==> config.mk <==
export PLATFORM = sky130hd
export DESIGN_NAME = fs_prescaler
export DESIGN_NICKNAME = d
export VERILOG_FILES = /design/src/rtl/fs_prescaler_pkg.sv /design/src/rtl/fps_edge.sv /design/src/rtl/fps_meter.sv /design/src/rtl/fps_rate.sv /design/src/rtl/fps_power.sv /design/src/rtl/fs_prescaler.sv
export SDC_FILE = /design/constraint.sdc
export NUM_CORES = 1
export LEC_CHECK = 0
export BUFFER_PORTS_ARGS = -buffer_cell sky130_fd_sc_hd__buf_2
export CAP_MARGIN = 0
export CORE_AREA = 2 2 73 75
export DETAILED_ROUTE_END_ITERATION = 16
export DIE_AREA = 0 0 75 77
export PLACE_DENSITY = 0.71
export SYNTH_ARGS = -nofsm -noshare
export SYNTH_HDL_FRONTEND = slang
export SYNTH_SLANG_ARGS = --single-unit
==> constraint.sdc <==
create_clock -name clk -period 2.4 [get_ports clk]
set_input_delay 0.36 -clock clk [delete_from_list [all_inputs] [get_ports clk]]
set_output_delay 0.36 -clock clk [all_outputs]
set_load 0.02 [all_outputs]
==> src/rtl/fs_prescaler_pkg.sv <==
`timescale 1ns/1ps
package fs_prescaler_pkg;

    typedef enum logic [1:0] {
        PS_DOWN    = 2'b00,
        PS_ACTIVE  = 2'b01,
        PS_STANDBY = 2'b10
    } pstate_e;

    typedef struct packed {
        logic fs1;
        logic fs2;
        logic pu;
    } edge_regs_t;

endpackage

==> src/rtl/fps_edge.sv <==
`timescale 1ns/1ps
module fps_edge
    import fs_prescaler_pkg::*;
(
    input  logic clk,
    input  logic rst_n,
    input  logic fsync,
    input  logic pwr_up,
    output logic rise,
    output logic fs_low,
    output logic pu
);
    edge_regs_t r_q, r_d;

    always_comb begin
        r_d     = r_q;
        r_d.fs1 = fsync;
        r_d.fs2 = r_q.fs1;
        r_d.pu  = pwr_up;
    end

    always_ff @(posedge clk or negedge rst_n) begin
        if (!rst_n) begin
            r_q.fs1 <= 1'b0;
            r_q.fs2 <= 1'b0;
            r_q.pu  <= 1'b1;
        end else begin
            r_q <= r_d;
        end
    end

    assign rise   = r_q.fs1 & ~r_q.fs2;
    assign fs_low = ~r_q.fs2;
    assign pu     = r_q.pu;
endmodule

==> src/rtl/fps_meter.sv <==
`timescale 1ns/1ps
module fps_meter #(
    parameter int FRAME_CYC = 250,
    parameter int LOCK_TOL  = 2
) (
    input  logic clk,
    input  logic rst_n,
    input  logic rise,
    input  logic fs_low,
    input  logic active,
    output logic lock_err,
    output logic timeout
);
    localparam int CW = $clog2(FRAME_CYC * 4);
    localparam int IW = $clog2(FRAME_CYC);
    localparam logic [CW-1:0] PER_HI   = CW'(FRAME_CYC + LOCK_TOL);
    localparam logic [CW-1:0] PER_LO   = CW'(FRAME_CYC - LOCK_TOL);
    localparam logic [CW-1:0] CYC_SAT  = CW'((1 << CW) - 2);
    localparam logic [IW-1:0] IDLE_LIM = IW'(FRAME_CYC - 1);

    typedef struct packed {
        logic [CW-1:0] cyc;
        logic [IW-1:0] idle;
        logic          ref_ok;
        logic          err;
    } meter_t;

    meter_t r_q, r_d;
    logic [CW-1:0] period;

    always_comb begin
        r_d    = r_q;
        period = r_q.cyc + 1'b1;
        if (rise) begin
            r_d.cyc    = '0;
            r_d.ref_ok = 1'b1;
            if (active && r_q.ref_ok && ((period > PER_HI) || (period < PER_LO)))
                r_d.err = 1'b1;
        end else begin
            if (r_q.cyc != CYC_SAT)
                r_d.cyc = r_q.cyc + 1'b1;
            if (!active)
                r_d.ref_ok = 1'b0;
        end
        if (!fs_low)
            r_d.idle = '0;
        else if (r_q.idle != IDLE_LIM)
            r_d.idle = r_q.idle + 1'b1;
    end

    always_ff @(posedge clk or negedge rst_n) begin
        if (!rst_n) r_q <= '0;
        else        r_q <= r_d;
    end

    assign lock_err = r_q.err;
    assign timeout  = fs_low && (r_q.idle == IDLE_LIM);
endmodule

==> src/rtl/fps_rate.sv <==
`timescale 1ns/1ps
module fps_rate #(
    parameter int FRAME_CYC = 250,
    parameter int TICKS     = 32
) (
    input  logic clk,
    input  logic rst_n,
    input  logic run,
    input  logic restart,
    output logic tick_fast,
    output logic tick_frame
);
    localparam int PW = $clog2(FRAME_CYC);
    localparam int AW = $clog2(FRAME_CYC + TICKS);
    localparam logic [PW-1:0] POS_LAST = PW'(FRAME_CYC - 1);
    localparam logic [AW-1:0] MODULUS  = AW'(FRAME_CYC);
    localparam logic [AW-1:0] STEP     = AW'(TICKS);

    typedef struct packed {
        logic [PW-1:0] pos;
        logic [AW-1:0] acc;
        logic          fast;
        logic          frame;
    } rate_t;

    rate_t r_q, r_d;
    logic [AW-1:0] sum;

    always_comb begin
        r_d       = r_q;
        r_d.fast  = 1'b0;
        r_d.frame = 1'b0;
        sum       = r_q.acc + STEP;
        if (!run) begin
            r_d.pos = '0;
            r_d.acc = '0;
        end else if (restart || (r_q.pos == POS_LAST)) begin
            r_d.pos   = '0;
            r_d.acc   = '0;
            r_d.fast  = 1'b1;
            r_d.frame = 1'b1;
        end else begin
            r_d.pos = r_q.pos + 1'b1;
            if (sum >= MODULUS) begin
                r_d.acc  = sum - MODULUS;
                r_d.fast = 1'b1;
            end else begin
                r_d.acc  = sum;
            end
        end
    end

    always_ff @(posedge clk or negedge rst_n) begin
        if (!rst_n) r_q <= '0;
        else        r_q <= r_d;
    end

    assign tick_fast  = r_q.fast;
    assign tick_frame = r_q.frame;
endmodule

==> src/rtl/fps_power.sv <==
`timescale 1ns/1ps
module fps_power
    import fs_prescaler_pkg::*;
#(
    parameter int GUARD_FRAMES = 2
) (
    input  logic    clk,
    input  logic    rst_n,
    input  logic    rise,
    input  logic    pu,
    input  logic    timeout,
    output pstate_e state,
    output logic    active_q,
    output logic    active_d,
    output logic    entering,
    output logic    port_en
);
    localparam int FW = $clog2(GUARD_FRAMES + 1);
    localparam logic [FW-1:0] GUARD_V = FW'(GUARD_FRAMES);

    typedef struct packed {
        pstate_e       st;
        logic [FW-1:0] fc;
    } pwr_t;

    pwr_t r_q, r_d;

    always_comb begin
        r_d      = r_q;
        entering = 1'b0;
        if (!pu) begin
            r_d.st = PS_DOWN;
        end else begin
            case (r_q.st)
                PS_ACTIVE: begin
                    if (timeout && !rise)
                        r_d.st = PS_STANDBY;
                    else if (rise && (r_q.fc != GUARD_V))
                        r_d.fc = r_q.fc + 1'b1;
                end
                default: begin
                    if (rise) begin
                        r_d.st   = PS_ACTIVE;
                        r_d.fc   = '0;
                        entering = 1'b1;
                    end
                end
            endcase
        end
    end

    always_ff @(posedge clk or negedge rst_n) begin
        if (!rst_n) begin
            r_q.st <= PS_STANDBY;
            r_q.fc <= '0;
        end else begin
            r_q <= r_d;
        end
    end

    assign state    = r_q.st;
    assign active_q = (r_q.st == PS_ACTIVE);
    assign active_d = (r_d.st == PS_ACTIVE);
    assign port_en  = (r_q.st == PS_ACTIVE) && (r_q.fc == GUARD_V);
endmodule

==> src/rtl/fs_prescaler.sv <==
`timescale 1ns/1ps
module fs_prescaler
    import fs_prescaler_pkg::*;
#(
    parameter int FRAME_CYC       = 250,
    parameter int TICKS_PER_FRAME = 32,
    parameter int LOCK_TOL        = 2,
    parameter int GUARD_FRAMES    = 2
) (
    input  logic       clk,
    input  logic       rst_n,
    input  logic       fsync,
    input  logic       pwr_up,
    output logic       tick_256k,
    output logic       tick_8k,
    output logic [1:0] pwr_state,
    output logic       port_en,
    output logic       lock_err
);
    logic    rise, fs_low, pu, timeout;
    logic    active_q, active_d, entering, restart;
    pstate_e state;

    fps_edge u_edge (
        .clk    (clk),
        .rst_n  (rst_n),
        .fsync  (fsync),
        .pwr_up (pwr_up),
        .rise   (rise),
        .fs_low (fs_low),
        .pu     (pu)
    );

    fps_meter #(.FRAME_CYC(FRAME_CYC), .LOCK_TOL(LOCK_TOL)) u_meter (
        .clk      (clk),
        .rst_n    (rst_n),
        .rise     (rise),
        .fs_low   (fs_low),
        .active   (active_q),
        .lock_err (lock_err),
        .timeout  (timeout)
    );

    fps_power #(.GUARD_FRAMES(GUARD_FRAMES)) u_power (
        .clk      (clk),
        .rst_n    (rst_n),
        .rise     (rise),
        .pu       (pu),
        .timeout  (timeout),
        .state    (state),
        .active_q (active_q),
        .active_d (active_d),
        .entering (entering),
        .port_en  (port_en)
    );

    // A rise restarts the enables on entry, or in ACTIVE while still locked.
    assign restart = rise && (entering || (active_q && !lock_err));

    fps_rate #(.FRAME_CYC(FRAME_CYC), .TICKS(TICKS_PER_FRAME)) u_rate (
        .clk        (clk),
        .rst_n      (rst_n),
        .run        (active_d),
        .restart    (restart),
        .tick_fast  (tick_256k),
        .tick_frame (tick_8k)
    );

    assign pwr_state = state;
endmodule

==> results.txt <==
Warnings, synthesis - 0
Cts repair resizes - 0
Most area-hungry cell type in the Yosys netlist - dfrtp_1
Crit Path Category - flip-flop to flip-flop
Worst-path cell chain - inv_1 > ha_1 > nor4b_1 > o2111ai_1 > a211oi_1 > xnor2_1 > nor2_4
Pwr Density - 660 nW/µm²
Number of synthesized register bits - 45
H-tree levels - 2
Min-Delay Path Class - input port to flip-flop
Layout area overhead - 9.69%
Synth cell types - 49
Slew Limit Headroom - 63.1%
CP max stage delay - 410 ps
Root buffer cell - clkbuf_8
Leakage power - 1.10 nW
CTS tree - yes
Setup TNS - 0 ps
Tightest Pin Transition - 552 ps
CP endpoint kind - flip-flop
Vias/cell - 5.17
Outcome - finished clean
Synth top area cells - dfrtp_1 45%, ha_1 5.2%, xnor2_1 4.8%
Post-Syn Nets - 247
Initial Utilization - 48.0%
Routability cong. - 0.895
Final hold violation count - 0
Hold Path Sink - u_edge.pu$_DFF_PN1_
Most common cell after layout, fill and taps aside - dfrtp_1
Synth top area share - 45.0%
First-pass GRT wire length - 6.88 mm
Clk sink count - 45
CP arrival - 2350 ps
Syn_area_per_cell - 10.3 µm²
Worst-path clk slew - 90 ps
CTS buffer count - 5
Mapped Area - 2390 µm²
Dpl hpwl - 2.84 mm
Nets - 258
Residual DRC count - 0
Via Count - 1630
Row cnt - 26
Bufs and invs on worst path - 1
Switch share - 24.8%
R2r endpoint - u_rate.r_q[7]$_DFF_PN0_
Fillers - 451
Combinational group share of total power - 10.9%
Worst-Skew Late Latency - 290 ps
Share of cells above drive strength 1 - 16.7%
Reg-to-Reg Start - u_rate.r_q[7]$_DFF_PN0_
Clock network power share - 39.7%
Total GRT Usage - 15.5%
Slew Viols, Final - 0
Sequential power share - 49.5%
Layout Skew - 6.10 ps
R2R setup slack - 230 ps
Number of flops mapped to enable cells by yosys - 0
Die Wd - 75 µm
Antenna violations before repair - 0
Placed Area - 2470 µm²
Total grt overflow - 0
Pint - 1.30 mW
Most frequent cells in the layout - 43 x dfrtp_1, 20 x nor2_1, 16 x nand2_1, 15 x o21ai_0, 13 x xnor2_1
Hold path depth - 1
Post-route ant nets - 0
Total die area - 5780 µm²
# port buffers - 9
Non-Filler Cell Area, Final - 2620 µm²
Final setup fails - 0
Crit path max fanout - 7
Post-Synthesis Cells - 233
Die height - 77 µm
Hold_sp - pwr_up
Post-synthesis async set-or-reset flop share - 100%
Sw Pwr - 429 µW
Max Cap Viol - 0
Startpoint Class - flip-flop
WL final - 4.06 mm
RSZ-0062 raised after global routing - false
Tcrit/Tclk final - 90.3%
Tmin final - 2170 ps
Post-synthesis sequential area ratio - 47.2%
Crit path max-delay cell type - dfrtp_1
VDD IR max - 0.000390 V
Clock buffer depth - 2
Largest net degree at the start of global routing - 21
Max Freq - 0.461 GHz
CP top delay family - compound AO/OA/AOI/OAI gates
# diodes - 0
Length in cells of the worst reg-to-reg path - 7
Top FF cell, synth - dfrtp_1
IO Count - 10
Wire per inst - 12.9 µm
WP data required - 2580 ps
Core Region - 4980 µm²
Iter 0 DRT Violations - 91
First-pass iteration count of the detailed router - 4
Vias in the first global route - 1472
-- registers in the layout, indices dropped and copies added, names as in the netlist --
register	cells
u_edge.r_d	1
u_edge.pu	1
u_meter.r_q	19
u_meter.lock_err	1
u_rate.tick_frame	1
u_edge.r_q	1
u_rate.r_q	16
u_rate.tick_fast	1
u_power.r_q	2
u_power.state	2
-- power groups by stage --
stage | clock network [mW] | logic, mW | registers, mW
floorplan | 0 | 0.154 | 0.855
CTS | 0.703 | 0.190 | 0.855
detailed placement | 0 | 0.187 | 0.870
global placement | 0 | 0.182 | 0.868
global route | 0.741 | 0.214 | 0.864
finish | 0.686 | 0.188 | 0.855
-- layout make-up --
type                    count  area (µm²)  area share [%]
well taps                  70        87.6            3.34
repair buffers             14        85.1            3.25
clock buffers               5        68.8            2.63
clock inverters             3        68.8            2.63
multi-input cells         168        1140            43.6
inverters                  10        37.5            1.43
flip-flops and latches     45        1130            43.1
-- worst max path at each step --
stage | startpoint | end | slack (ps) | cells past startpoint
floorplan | u_rate.r_q[7]$_DFF_PN0_ | u_rate.r_q[7]$_DFF_PN0_ | 460 | 7
global placement | u_rate.r_q[7]$_DFF_PN0_ | u_rate.r_q[7]$_DFF_PN0_ | 340 | 7
detailed placement | u_rate.r_q[7]$_DFF_PN0_ | u_rate.r_q[7]$_DFF_PN0_ | 260 | 7
CTS | u_rate.r_q[7]$_DFF_PN0_ | u_rate.r_q[7]$_DFF_PN0_ | 240 | 7
global route | u_rate.r_q[7]$_DFF_PN0_ | u_rate.r_q[7]$_DFF_PN0_ | 110 | 7
finish | u_rate.r_q[7]$_DFF_PN0_ | u_rate.r_q[7]$_DFF_PN0_ | 230 | 7
-- worst register-to-register path: stages, from the launching register on --
cell       delay (ps)
dfrtp_1           410
inv_1             100
ha_1              340
nor4b_1           320
o2111ai_1         290
a211oi_1          360
xnor2_1           210
nor2_4             40
-- cells in the mapped netlist, drive strengths merged, types with 2 or more instances --
cell type,number
dfrtp,43
nor2,30
o21ai,17
nand2,16
xnor2,13
xor2,12
a21oi,11
nand3,11
ha,10
inv,10
buf,6
nand4,5
a31oi,4
and2,4
clkbuf,4
nor3,4
nand2b,3
nand3b,3
nor2b,3
or3,3
a211oi,2
and3,2
dfstp,2
-- cells by family after synthesis --
kind of cell               count (synthesis)  synth area share, %
muxes                                      2                0.891
AOI/OAI and AO/OA                         39                 9.32
xor gates and xnor gates                  25                 9.17
and+or+nand+nor                           92                 23.3
DFF                                       45                 47.2
buffers and inverters                     20                 4.87
adders and majority gates                 10                 5.24
-- per-layer routing --
layer / track usage, % / wire, µm / up-vias
met4: 4.29 / 33 / 0
met1: 22.9 / 2110 / 790
met2: 21.6 / 1790 / 20
met5: 0 / 0 / -
met3: 4.99 / 115 / 2
li1: - / - / 818
-- through the flow --
| step | hold slack, ps | utilization (%) | instances | power [mW] | worst slack [ps] |
|---|---|---|---|---|---|
| final | 165 | 52.6 | 315 | 1.73 | 232 |
| after global routing | 143 | 52.6 | 315 | 1.82 | 106 |
| after CTS | 153 | 52.6 | 315 | 1.75 | 236 |
| after detailed placement | 284 | 49.7 | 306 | 1.06 | 257 |
| after global placement | 285 | 49.7 | 306 | 1.05 | 338 |
| after floorplan | 64.4 | - | 233 | 1.01 | 461 |
-- timing repair --
action,in CTS,in global routing
hold buffers,1,0
hold endpoints to repair,13,0
endpoints found under the setup margin,0,0
buffers inserted,0,0
Power figures use the tool's default switching activity.
